**config.mk**
```make
export PLATFORM = sky130hd
export DESIGN_NAME = area_bus_ctrl
export DESIGN_NICKNAME = d
export VERILOG_FILES = /design/src/rtl/abc_pkg.sv /design/src/rtl/abc_area_sel.sv /design/src/rtl/abc_seq.sv /design/src/rtl/area_bus_ctrl.sv
export SDC_FILE = /design/constraint.sdc
export NUM_CORES = 1
export LEC_CHECK = 0
export BUFFER_PORTS_ARGS = -buffer_cell sky130_fd_sc_hd__buf_2
export CORE_UTILIZATION = 43
export DETAILED_ROUTE_END_ITERATION = 8
export GPL_ROUTABILITY_DRIVEN = 0
export PLACE_DENSITY = 0.83
export REMOVE_ABC_BUFFERS = 1
export SYNTH_ARGS = -nofsm -noshare
export SYNTH_HDL_FRONTEND = slang
export SYNTH_SLANG_ARGS = --single-unit
```
**constraint.sdc**
```tcl
create_clock -name clk -period 8.4 [get_ports clk]
set_input_delay 2.52 -clock clk [delete_from_list [all_inputs] [get_ports clk]]
set_output_delay 2.52 -clock clk [all_outputs]
set_load 0.005 [all_outputs]
```
**src/rtl/abc_pkg.sv**
```systemverilog
package abc_pkg;
  localparam int WAIT_W = 2;
  localparam int DW     = 16;
  localparam int BW     = 8;

  typedef enum logic [2:0] {
    ST_IDLE, ST_GAP, ST_T1, ST_T2, ST_TW, ST_T3
  } bus_st_e;

  typedef struct packed {
    logic              wide;
    logic              three;
    logic [WAIT_W-1:0] waits;
  } area_cfg_t;

  // byte lane chosen by a byte read: wide bus puts the even byte high
  function automatic logic [BW-1:0] pick_lane(logic [DW-1:0] d, logic wide, logic odd);
    if (!wide)    return d[BW-1:0];
    else if (odd) return d[BW-1:0];
    else          return d[DW-1:BW];
  endfunction

  // final clock of one byte cycle
  function automatic logic is_last(bus_st_e st, logic three);
    return (st == ST_T2 && !three) || (st == ST_T3);
  endfunction
endpackage

```
**src/rtl/abc_area_sel.sv**
```systemverilog
module abc_area_sel
  import abc_pkg::*;
#(
  parameter int AW     = 24,
  parameter int N_AREA = 8,
  parameter int IW     = $clog2(N_AREA)
) (
  input  logic [AW-1:0]            addr,
  input  logic [N_AREA-1:0]        cfg_wide,
  input  logic [N_AREA-1:0]        cfg_three,
  input  logic [N_AREA*WAIT_W-1:0] cfg_wait,
  output logic [IW-1:0]            area,
  output area_cfg_t                cfg
);
  area_cfg_t tbl [N_AREA];

  for (genvar g = 0; g < N_AREA; g++) begin : g_tbl
    assign tbl[g] = '{wide:  cfg_wide[g],
                      three: cfg_three[g],
                      waits: cfg_wait[g*WAIT_W +: WAIT_W]};
  end

  assign area = addr[AW-1 -: IW];
  assign cfg  = tbl[area];
endmodule

```
**src/rtl/abc_seq.sv**
```systemverilog
module abc_seq
  import abc_pkg::*;
(
  input  logic              clk,
  input  logic              rst_n,
  input  logic              req_valid,
  input  logic              need_idle,
  input  logic              split,
  input  logic              three,
  input  logic [WAIT_W-1:0] waits,
  output bus_st_e           st,
  output logic              phase,
  output logic              byte_end,
  output logic              acc_done
);
  logic [WAIT_W-1:0] wcnt;

  assign byte_end = is_last(st, three);
  assign acc_done = byte_end && (!split || phase);

  always_ff @(posedge clk or negedge rst_n) begin
    if (!rst_n) begin
      st    <= ST_IDLE;
      phase <= 1'b0;
      wcnt  <= '0;
    end else begin
      case (st)
        ST_IDLE: begin
          phase <= 1'b0;
          if (req_valid) st <= need_idle ? ST_GAP : ST_T1;
        end
        ST_GAP: st <= ST_T1;
        ST_T1:  st <= ST_T2;
        ST_T2: begin
          if (three) begin
            wcnt <= {{(WAIT_W-1){1'b0}}, 1'b1};
            st   <= (waits != '0) ? ST_TW : ST_T3;
          end
        end
        ST_TW: begin
          if (wcnt == waits) st <= ST_T3;
          else               wcnt <= wcnt + 1'b1;
        end
        default: ;
      endcase
      if (byte_end) begin
        if (split && !phase) begin
          phase <= 1'b1;
          st    <= ST_T1;
        end else begin
          st <= ST_IDLE;
        end
      end
    end
  end
endmodule

```
**src/rtl/area_bus_ctrl.sv**
```systemverilog
module area_bus_ctrl
  import abc_pkg::*;
#(
  parameter int AW     = 24,
  parameter int N_AREA = 8
) (
  input  logic                     clk,
  input  logic                     rst_n,
  input  logic                     req_valid,
  input  logic                     req_write,
  input  logic                     req_word,
  input  logic [AW-1:0]            req_addr,
  input  logic [DW-1:0]            req_wdata,
  output logic                     req_ready,
  output logic [DW-1:0]            req_rdata,
  input  logic [N_AREA-1:0]        cfg_wide,
  input  logic [N_AREA-1:0]        cfg_three,
  input  logic [N_AREA*WAIT_W-1:0] cfg_wait,
  input  logic                     idle_rr_en,
  input  logic                     idle_rw_en,
  output logic [AW-1:0]            ext_addr,
  output logic [DW-1:0]            ext_dout,
  output logic                     ext_doe,
  input  logic [DW-1:0]            ext_din,
  output logic                     ext_rd_n,
  output logic                     ext_wr_n,
  output logic [N_AREA-1:0]        ext_cs_n
);
  localparam int IW = $clog2(N_AREA);

  logic [IW-1:0] area;
  area_cfg_t     acfg;
  bus_st_e       st;
  logic          phase, byte_end, acc_done, gap_now;
  logic          split, wide_word, need_idle;
  logic          prev_vld, prev_rd;
  logic [IW-1:0] prev_area;
  logic [BW-1:0] hi_q, wbyte;
  logic          active, strobe;

  abc_area_sel #(.AW(AW), .N_AREA(N_AREA), .IW(IW)) u_sel (
    .addr(req_addr), .cfg_wide(cfg_wide), .cfg_three(cfg_three),
    .cfg_wait(cfg_wait), .area(area), .cfg(acfg)
  );

  assign wide_word = req_word &&  acfg.wide;
  assign split     = req_word && !acfg.wide;
  assign need_idle = prev_vld && prev_rd &&
                     ((!req_write && idle_rr_en && (area != prev_area)) ||
                      ( req_write && idle_rw_en));

  abc_seq u_seq (
    .clk(clk), .rst_n(rst_n), .req_valid(req_valid), .need_idle(need_idle),
    .split(split), .three(acfg.three), .waits(acfg.waits),
    .st(st), .phase(phase), .byte_end(byte_end), .acc_done(acc_done)
  );

  always_ff @(posedge clk or negedge rst_n) begin
    if (!rst_n) begin
      prev_vld  <= 1'b0;
      prev_rd   <= 1'b0;
      prev_area <= '0;
      hi_q      <= '0;
    end else begin
      if (acc_done) begin
        prev_vld  <= 1'b1;
        prev_rd   <= !req_write;
        prev_area <= area;
      end
      if (byte_end && split && !phase && !req_write) hi_q <= ext_din[BW-1:0];
    end
  end

  assign gap_now = (st == ST_GAP);
  assign active  = (st == ST_T1) || (st == ST_T2) || (st == ST_TW) || (st == ST_T3);
  assign strobe  = (st == ST_T2) || (st == ST_TW) || (st == ST_T3);

  always_comb begin
    ext_cs_n = '1;
    if (active) ext_cs_n[area] = 1'b0;
  end

  assign ext_rd_n  = !(strobe && !req_write);
  assign ext_wr_n  = !(strobe &&  req_write);
  assign ext_doe   = active && req_write;
  assign req_ready = acc_done;

  assign wbyte    = (split && !phase) ? req_wdata[DW-1:BW] : req_wdata[BW-1:0];
  assign ext_dout = wide_word ? req_wdata : {wbyte, wbyte};
  assign ext_addr = wide_word ? {req_addr[AW-1:1], 1'b0} :
                    split     ? {req_addr[AW-1:1], phase} : req_addr;

  assign req_rdata = wide_word ? ext_din :
                     split     ? {hi_q, ext_din[BW-1:0]} :
                     {{BW{1'b0}}, pick_lane(ext_din, acfg.wide, req_addr[0])};
endmodule

```
Word level (Yosys, flattened, before mapping)
Index checks and enable logic that the tools add are counted.

Register bits after elaboration: 19. Input port bits: 95. Output and inout bits: 68. Logic and storage cells: 91.

Add/subtract/negate cells: 1. $lt $le $gt $ge: 3. Eq/ne operators: 12. Muxes and demuxes: 28. Bitwise operators: 2. Reductions and logical operators: 38.

Operators with widths (count): $mux W16 (3); $mux W8 (4); $logic_and A1 B1 Y1 (17); $pmux W3 S5 (1); $bmux W4 S3 (1); $mux W3 (4); $logic_or A1 B1 Y1 (8); $mux W2 (4); $mux W4 (2); $not A8 Y8 (1); $logic_not A1 Y1 (7); $mux W1 (7); $eq A3 B2 Y1 const B (2); $eq A3 B3 Y1 const B (2); $ne A3 B3 Y1 const B (2); $reduce_bool A6 Y1 (1); $ge A4 B4 Y1 const B (1); $lt A3 B4 Y1 const B (1); $ne A2 B2 Y1 const B (2); $not A3 Y4 (1); $pmux W2 S2 (1); $reduce_and A4 Y1 (1); $reduce_bool A2 Y1 (2); $demux W1 S3 (1); other kinds (8) (8).

Depth between registers and ports, before layout
Gate-level depths: netlist of the first run.

Depth after elaboration: 10. Gate-level depth with buffers: 8. Depth with buffers taken out: 5.

By module
Synthesis of the first run repeated with hierarchy kept, for this count alone.

Cells, all modules: 193. Area, all modules: 2004.4 µm².

By module, submodules not included: area_bus_ctrl (instances 1, cells an instance 130, area an instance 1282.5 µm², seq. area each 325.3 µm²); abc_seq (instances 1, cells an instance 46, area an instance 429.2 µm², seq. area each 150.1 µm²); abc_area_sel (instances 1, cells an instance 17, area an instance 292.8 µm², seq. area each 0.0 µm²).

Worst setup path before layout of the first run
OpenSTA, ideal clock, no wires.

Path type: input to output. From: in req_addr[22]. To: out ext_dout[10]. Data arrival time: 4.104 ns. Data required time: 5.880 ns. Slack: 1.776 ns. Stages on the path: 7. Path buffers: 2. Cells stage by stage: buf_2 mux2i_1 nor3_1 nor3_1 a21bo_2 clkbuf_1 mux2_2.

Word-level cells in the longest chain between the ends: 9. Elaborated cells on any way between the ends: 10. Those cells by class: mux: 5; bitwise: 1; reduce/logical: 4.

Ends and longest elaborated chain: from (decl) (RTL line area_bus_ctrl.sv:12) `input logic [AW-1:0] req_addr,`; $not A3 Y4 (not written as such) (*) (RTL line abc_area_sel.sv:24) `assign cfg = tbl[area];`; $bmux W4 S3 (*) (RTL line abc_area_sel.sv:24); $mux W4 (not written as such) (*) (2 in a row) (RTL line abc_area_sel.sv:24); $logic_not A1 Y1; $logic_and A1 B1 Y1 (RTL line area_bus_ctrl.sv:47) `assign split = req_word && !acfg.wide;`; $logic_and A1 B1 Y1 (RTL line area_bus_ctrl.sv:88) `assign wbyte = (split && !phase) ? req_wdata[DW-1:BW] : req_wdata[BW-1:0];`; $mux W8 (RTL line area_bus_ctrl.sv:88); $mux W16 (*) (RTL line area_bus_ctrl.sv:89) `assign ext_dout = wide_word ? req_wdata : {wbyte, wbyte};`; to (decl) (RTL line area_bus_ctrl.sv:22) `output logic [DW-1:0] ext_dout,`.

Every way passes the cells marked *; elsewhere a longest branch is shown, timed or not. The select of a mux whose other input is x is not followed.

Final worst setup path of the first run
From: in req_addr[22]. To: out req_rdata[3].

Word-level cells in the longest chain between the ends: 8. Elaborated cells on any way between the ends: 10. Those cells by class: mux: 6; bitwise: 1; reduce/logical: 3.

Ends and longest elaborated chain: $not A3 Y4 (not written as such) (*) (RTL line abc_area_sel.sv:24); $bmux W4 S3 (*) (RTL line abc_area_sel.sv:24); $mux W4 (not written as such) (*) (2 in a row) (RTL line abc_area_sel.sv:24); $logic_not A1 Y1; $logic_and A1 B1 Y1 (RTL line area_bus_ctrl.sv:47); $mux W16 (RTL line area_bus_ctrl.sv:94) `split ? {hi_q, ext_din[BW-1:0]} :`; $mux W16 (*) (RTL line area_bus_ctrl.sv:93) `assign req_rdata = wide_word ? ext_din :`; to (decl) (RTL line area_bus_ctrl.sv:15) `output logic [DW-1:0] req_rdata,`.

Marks and branches as above.

==> results of run 1 <==
==> cells in the final DEF (no fill, tap or decap), types with 3 or more instances in the layout <==
cell / netlist / layout
buf_2: 3 / 122
mux2_2: 27 / 27
dfrtp_1: 19 / 19
mux2i_1: 18 / 18
nand2_1: 14 / 14
nor2b_1: 13 / 13
nor2_1: 12 / 12
nand2b_1: 8 / 8
mux2_4: 8 / 8
inv_1: 5 / 5
mux4_2: 5 / 5
a21oi_1: 5 / 5
nor3_1: 5 / 4
and2_1: 4 / 4
nand3_1: 3 / 3
o21ai_0: 3 / 3
a31oi_1: 3 / 3
xnor2_1: 3 / 3
clkbuf_8: 0 / 3
==> through the flow <==
stage	total power, mW	instance area (sq um)	std cells
finish	0.521	2560	363
global placement	0.446	2520	359
CTS	0.523	2560	363
detailed placement	0.457	2520	359
floorplan	0.356	1830	184
global route	0.562	2560	363
==> metal layers <==
layer / global-route usage, % / routed length [microns]
met1: 28.1 / 2440
met2: 38.6 / 2830
met3: 9.99 / 618
met4: 4.58 / 64
met5: 7.07 / 49
==> sequential cells by signal, summed over array words and instances, names as in the netlist <==
signal	count
prev_rd	1
u_seq.phase	1
prev_vld	1
u_seq.wcnt	2
hi_q	8
u_seq.st	3
prev_area	3
==> worst max path at each step <==
| stage | startpoint | to | slack (ns) | cells past startpoint |
|---|---|---|---|---|
| after floorplan | req_addr[22] | req_rdata[0] | 1.24 | 5 |
| after global routing | req_addr[22] | req_rdata[1] | 0.94 | 8 |
| after detailed placement | req_addr[22] | req_rdata[3] | 1.15 | 8 |
| after CTS | req_addr[22] | req_rdata[3] | 1.15 | 8 |
| final | req_addr[22] | req_rdata[3] | 1.09 | 8 |
| after global placement | req_addr[22] | req_rdata[3] | 1.25 | 8 |
==> power breakdown <==
part	internal, mW	switching (mW)	leakage, nW
Clock	0.0337	0.0319	0.0228
Sequential	0.135	0.0404	0.229
Combinational	0.157	0.124	1.03
Total	0.326	0.196	1.28
==> layout make-up <==
cell class | count | share of cell area [%]
clock buffer | 4 | 1.76
inverter | 5 | 0.733
multi-input combinational | 160 | 52.3
tap | 52 | 2.54
sequential | 19 | 18.6
timing repair buffer | 123 | 24.1
==> worst reg2reg max path, cell delays in order, from the launching register on <==
cell,delay [ns]
dfrtp_1,0.43
nand2b_1,0.17
or4_1,0.64
or4b_1,0.86
mux2_4,0.40
==> kinds of logic after synthesis <==
| group | Yosys count | share of synthesized area (%) |
|---|---|---|
| AO/OA/AOI/OAI | 27 | 9.52 |
| XOR/XNOR | 5 | 2.11 |
| buffers and inverters | 43 | 12.8 |
| flip-flops | 19 | 22.9 |
| multiplexers | 58 | 34.5 |
| AND/OR/NAND/NOR | 70 | 18.1 |
==> results.py, run 1 <==
metrics = {
    "outcome": {
        "status": "finished clean",
    },
    "setup_path": {
        "critPathMostFrequentCell": "buf_2",
        "max_stage_delay_ns": 0.49,
        "r2r_setup_slack_ns": 5.79,
        "cp.required_ns": 5.88,
        "path_cells": "buf_2 -> inv_1 -> o32ai_1 -> nor3_2 -> buf_4 -> or3_1 -> mux2_2 -> buf_2",
        "critPathTopFamily": "buffers and inverters",
        "critPathMaxFanout": 21,
        "worstSetupStartpointType": "input port",
        "cp_slowest_cell": "or3_1",
        "critPathBufInv": 4,
        "crit_type": "in -> out",
        "crit_arrival_ns": 4.79,
        "r2r-end": "hi_q[5]",
        "endpoint_kind": "output pin",
        "rr_startpoint": "u_seq.phase",
        "r2r_cells": 4,
    },
    "floorplanning": {
        "fp.coreArea_sq_um": 4500,
        "die_area_sq_um": 5110,
        "io_pins": 163,
        "die_h_microns": 71.5,
        "row_count": 24,
        "initial_core_util_pct": 46.1,
        "die_w_microns": 71.5,
    },
    "logic_synthesis": {
        "ys_ff_latch": 19,
        "syn_inst": 222,
        "synth_top_area_share_pct": 22.9,
        "synthTopCellsByCount": "27 x mux2_2, 23 x buf_4, 19 x dfrtp_1",
        "synth_most_common_cell": "mux2_2",
        "synthDominantAreaCellType": "dfrtp_1",
        "synth_area_sq_um": 2080,
        "synth-edff-count": 0,
        "yosysSeqAreaShare_pct": 22.9,
        "syn_avg_cell_area_sq_um": 9.35,
        "synth_area_leaders": "dfrtp_1 23%, mux2_2 15%, mux2i_1 8.7%",
        "async_flop_share_pct": 100,
        "yosysWarnings": 0,
        "synthDistinctLibCells": 46,
        "yosys_most_used_dff": "dfrtp_1",
    },
    "clocking": {
        "cts_hold_buf": 0,
        "clk_latency_ns": 0.25,
        "cts_resized": 0,
        "clkTransAtPathRegs_ns": 0.08,
        "root_buffer": "clkbuf_8",
        "cts_buffers": 3,
        "cts.sinks": 19,
        "cts_setup_buffers": 0,
        "ctsHtreeMaxLevel": 1,
        "cts_tree": "yes",
        "clockBufferDepth": 2,
    },
    "global_route": {
        "antenna_found_initial": 0,
        "grt_remaining_overflow": 0,
        "grt_pass1_wl_mm": 9.34,
        "grt_max_degree": 23,
        "grt_pass1_vias": 1970,
        "track_usage_pct": 23.4,
    },
    "routing": {
        "postRouteAntennaNets": 0,
        "viasPerCell": 5.62,
        "dr_total_vias": 2039,
        "dr.pass1.iters": 4,
        "wl_mm": 6.00,
        "drc": 0,
        "avgRoutedWirePerCell_microns": 16.5,
        "drt-initial-drc-count": 68,
    },
    "timing": {
        "max_freq_mhz": 137,
        "hold_viol_final": 0,
        "tns_ns": 0,
        "slew_violations": 0,
        "worst_slew_pin_slew_ns": 0.523,
        "post-route-period-util_pct": 87.0,
        "finalCriticalPeriod_ns": 7.31,
        "finalWorstSetupSlack_ns": 1.09,
        "timing.hold.ws_ns": 0.480,
        "setup_viol": 0,
        "finClkSkew_ns": 0.00261,
        "rsz0062_at_grt": "false",
        "maxSlewHeadroom_pct": 65.1,
    },
    "hold_path": {
        "hold_path.class": "reg -> reg",
        "holdPathEnd": "prev_vld",
        "hold_depth": 1,
        "hold_start": "prev_vld",
    },
    "placed_design": {
        "port_buffers": 122,
        "dp_hpwl_mm": 4.94,
        "place_ws_ns": 1.15,
    },
    "finish": {
        "area_growth_pct": 23.4,
        "num_antenna_cells": 0,
        "multi_input_area_sq_um": 1340,
        "nets": 407,
        "fillers": 400,
        "drive_gt1_share_pct": 55.0,
        "utilization_pct": 56.9,
        "seq_area_sq_um": 475,
    },
    "power_and_ir_drop": {
        "leakage_nw": 1.28,
        "powerDensity_nw_per_um2": 204,
        "power.ir.vdd_worst_uv": 106,
    },
    "job": {
        "cap_violations": 0,
    },
}
No activity file was read; power rests on OpenSTA's default activity.
==> run 2: changes to the inputs <==
ABC_AREA = 1   (was not set)
CORE_UTILIZATION = 44   (was 43)
PLACE_DENSITY = 0.84   (was 0.83)
==> run 2 against run 1 <==
Area after synthesis rose by 3.4%. Combinational power fell by 72%. Sequential share of layout area fell by 0.52 points. Largest cell class unchanged. Utilization fell by 1.1 points. Wire length rose by 2.5%. Cell count rose by 49%. Fmax rose by 3.6%. Worst setup slack improved by 0.26 ns. Register-to-register slack improved by 0.95 ns.
==> results.py, run 2 <==
metrics = {
    "timing": {
        "hold_viol_final": 0,
        "max_freq_mhz": 142,
        "post-route-period-util_pct": 83.9,
        "finalWorstSetupSlack_ns": 1.35,
        "worst_slew_pin_slew_ns": 0.541,
        "maxSlewHeadroom_pct": 63.8,
        "finalCriticalPeriod_ns": 7.05,
        "setup_viol": 0,
        "slew_violations": 0,
        "tns_ns": 0,
        "finClkSkew_ns": 0.00314,
        "rsz0062_at_grt": "false",
    },
    "clocking": {
        "cts_setup_buffers": 0,
        "cts.sinks": 19,
        "clk_latency_ns": 0.25,
        "root_buffer": "clkbuf_8",
        "cts_tree": "yes",
        "cts_hold_buf": 0,
        "clkTransAtPathRegs_ns": 0.07,
        "clockBufferDepth": 2,
        "cts_buffers": 3,
        "cts_resized": 0,
        "ctsHtreeMaxLevel": 1,
    },
    "routing": {
        "drc": 0,
        "postRouteAntennaNets": 0,
        "avgRoutedWirePerCell_microns": 11.4,
        "maxUsedRoutingLayer": "met5",
        "wl_met2_mm": 2.91,
        "dr_total_vias": 2553,
        "drt-initial-drc-count": 111,
        "dr.pass1.iters": 4,
        "wl_met3_microns": 676,
        "wl_mm": 6.15,
        "viasPerCell": 4.73,
        "wl_met1_mm": 2.43,
    },
    "finish": {
        "largest_register": "hi_q",
        "final_common_cell": "nand2_1",
        "instances_no_fill": 540,
        "utilization_pct": 55.8,
        "largest_reg_flops": 8,
        "area_growth_pct": 22.7,
        "drive_gt1_share_pct": 30.9,
        "num_antenna_cells": 0,
        "nets": 569,
        "reg_top3": "hi_q (8), prev_area (3), u_seq.st (3)",
        "final_cell_mix": "169 x nand2_1, 122 x buf_2, 56 x inv_1",
    },
    "setup_path": {
        "worstSetupStartpointType": "input port",
        "r2r-end": "hi_q[3]",
        "crit_type": "in -> out",
        "endpoint_kind": "output pin",
        "critPathMaxFanout": 21,
        "crit_arrival_ns": 4.53,
        "worstSetupStartpoint": "req_addr[21]",
        "r2r_cells": 8,
        "rr_startpoint": "u_seq.st[2]",
        "r2r_setup_slack_ns": 6.74,
        "cp.required_ns": 5.88,
    },
    "floorplanning": {
        "row_count": 25,
        "die_h_microns": 71.9,
        "io_pins": 163,
        "die_w_microns": 71.9,
        "initial_core_util_pct": 45.5,
        "die_area_sq_um": 5160,
        "fp.coreArea_sq_um": 4720,
    },
    "hold_path": {
        "hold_start": "hi_q[1]",
        "hold_depth": 2,
        "holdPathEnd": "hi_q[1]",
        "hold_path.class": "reg -> reg",
    },
    "power_and_ir_drop": {
        "intPower_mw": 0.163,
        "power.ir.vdd_worst_uv": 71.6,
        "seqPwrFrac_pct": 40.5,
        "pwr-share-comb_pct": 33.0,
        "switching_share_pct": 31.9,
        "leakage_nw": 1.68,
        "p_total_mw": 0.239,
        "powerDensity_nw_per_um2": 90.9,
        "p_sw_mw": 0.0763,
        "pwr-share-clk_pct": 26.5,
    },
    "job": {
        "cap_violations": 0,
    },
    "logic_synthesis": {
        "synth_area_sq_um": 2150,
        "synth-edff-count": 0,
        "synthDominantAreaCellType": "nand2_1",
        "synthDistinctLibCells": 28,
        "synthTopCellsByCount": "169 x nand2_1, 56 x inv_1, 26 x nand3_1",
        "yosysWarnings": 0,
        "synth_area_leaders": "nand2_1 30%, dfrtp_1 22%, inv_1 9.8%",
        "yosys_most_used_dff": "dfrtp_1",
        "syn_avg_cell_area_sq_um": 5.65,
        "synth_top_area_share_pct": 29.5,
        "ys_ff_latch": 19,
        "yosysSeqAreaShare_pct": 22.1,
        "synth_most_common_cell": "nand2_1",
        "async_flop_share_pct": 100,
        "syn_inst": 380,
    },
    "global_route": {
        "grt_pass1_vias": 2303,
        "antenna_found_initial": 0,
        "grt_max_degree": 22,
        "grt_pass1_wl_mm": 9.78,
        "track_usage_pct": 23.9,
        "grt_remaining_overflow": 0,
    },
    "placed_design": {
        "dp_hpwl_mm": 5.14,
        "port_buffers": 122,
        "place_inst": 536,
        "place_ws_ns": 1.37,
    },
    "outcome": {
        "status": "finished clean",
    },
}
-- run 2: cell count changes in the layout (fill, tap and decap cells not counted), moves of 5 or more --
cell	before	now
nor2_1	12	22
mux2_2	27	0
o21ai_2	0	8
inv_1	5	56
nand2b_1	8	0
nand3_1	3	26
o21ai_0	3	25
mux2_4	8	0
mux2i_1	18	0
nand2_1	14	169
mux4_2	5	0
nor2b_1	13	0
-- run 2: area by class of cell --
class | instances | area [sq um]
well taps | 67 | 83.8
repair buffers | 122 | 611
clock buffers | 4 | 45.0
inverters | 60 | 228
flip-flops and latches | 19 | 475
multi-input cells | 268 | 1190
fillers | 491 | 2090
-- run 2: critical path, stage by stage --
cell	delay, ns
buf_2	0.30
inv_2	0.22
nand2_1	0.11
nand2_1	0.05
nand2_1	0.05
nand2_1	0.05
nand2_1	0.08
nand2_1	0.09
nand2_1	0.42
inv_1	0.27
nor3_1	0.22
buf_2	0.14
-- run 2: how the worst max path moves through the flow --
stage | to | slack, ns | cells after the start
global route | ext_addr[0] | 1.05 | 12
global placement | ext_addr[0] | 1.45 | 12
finish | ext_addr[0] | 1.35 | 12
floorplan | ext_addr[0] | 2.23 | 10
detailed placement | ext_addr[0] | 1.37 | 12
CTS | ext_addr[0] | 1.36 | 12
-- run 2: layer usage --
metal  global-route usage (%)  vias up
met5                     9.09        -
met4                     5.66        2
met1                     26.5     1126
met3                     11.7       10
met2                     40.1      100
li1                         -     1315
-- run 2: cell families after synthesis --
| group | Yosys count | synth area share, % |
|---|---|---|
| DFF | 19 | 22.1 |
| buffers and inverters | 93 | 22.3 |
| and+or+nand+nor | 230 | 44.8 |
| AOI/OAI and AO/OA | 37 | 10.4 |
| xor gates and xnor gates | 1 | 0.408 |
-- run 2: power by group through the flow --
stage               Sequential [mW]  Clock [mW]  Combinational [mW]
floorplan                    0.0981           0              0.0381
global placement             0.0984           0              0.0773
detailed placement           0.0986           0              0.0789
CTS                          0.0969      0.0651              0.0792
global route                 0.0972      0.0681              0.0905
finish                       0.0969      0.0636              0.0789
-- run 2: stage by stage --
step	hold slack (ns)	instance area, sq um
floorplan	0.434	1900
global placement	0.450	2590
detailed placement	0.469	2590
CTS	0.487	2640
global route	0.500	2640
finish	0.486	2640
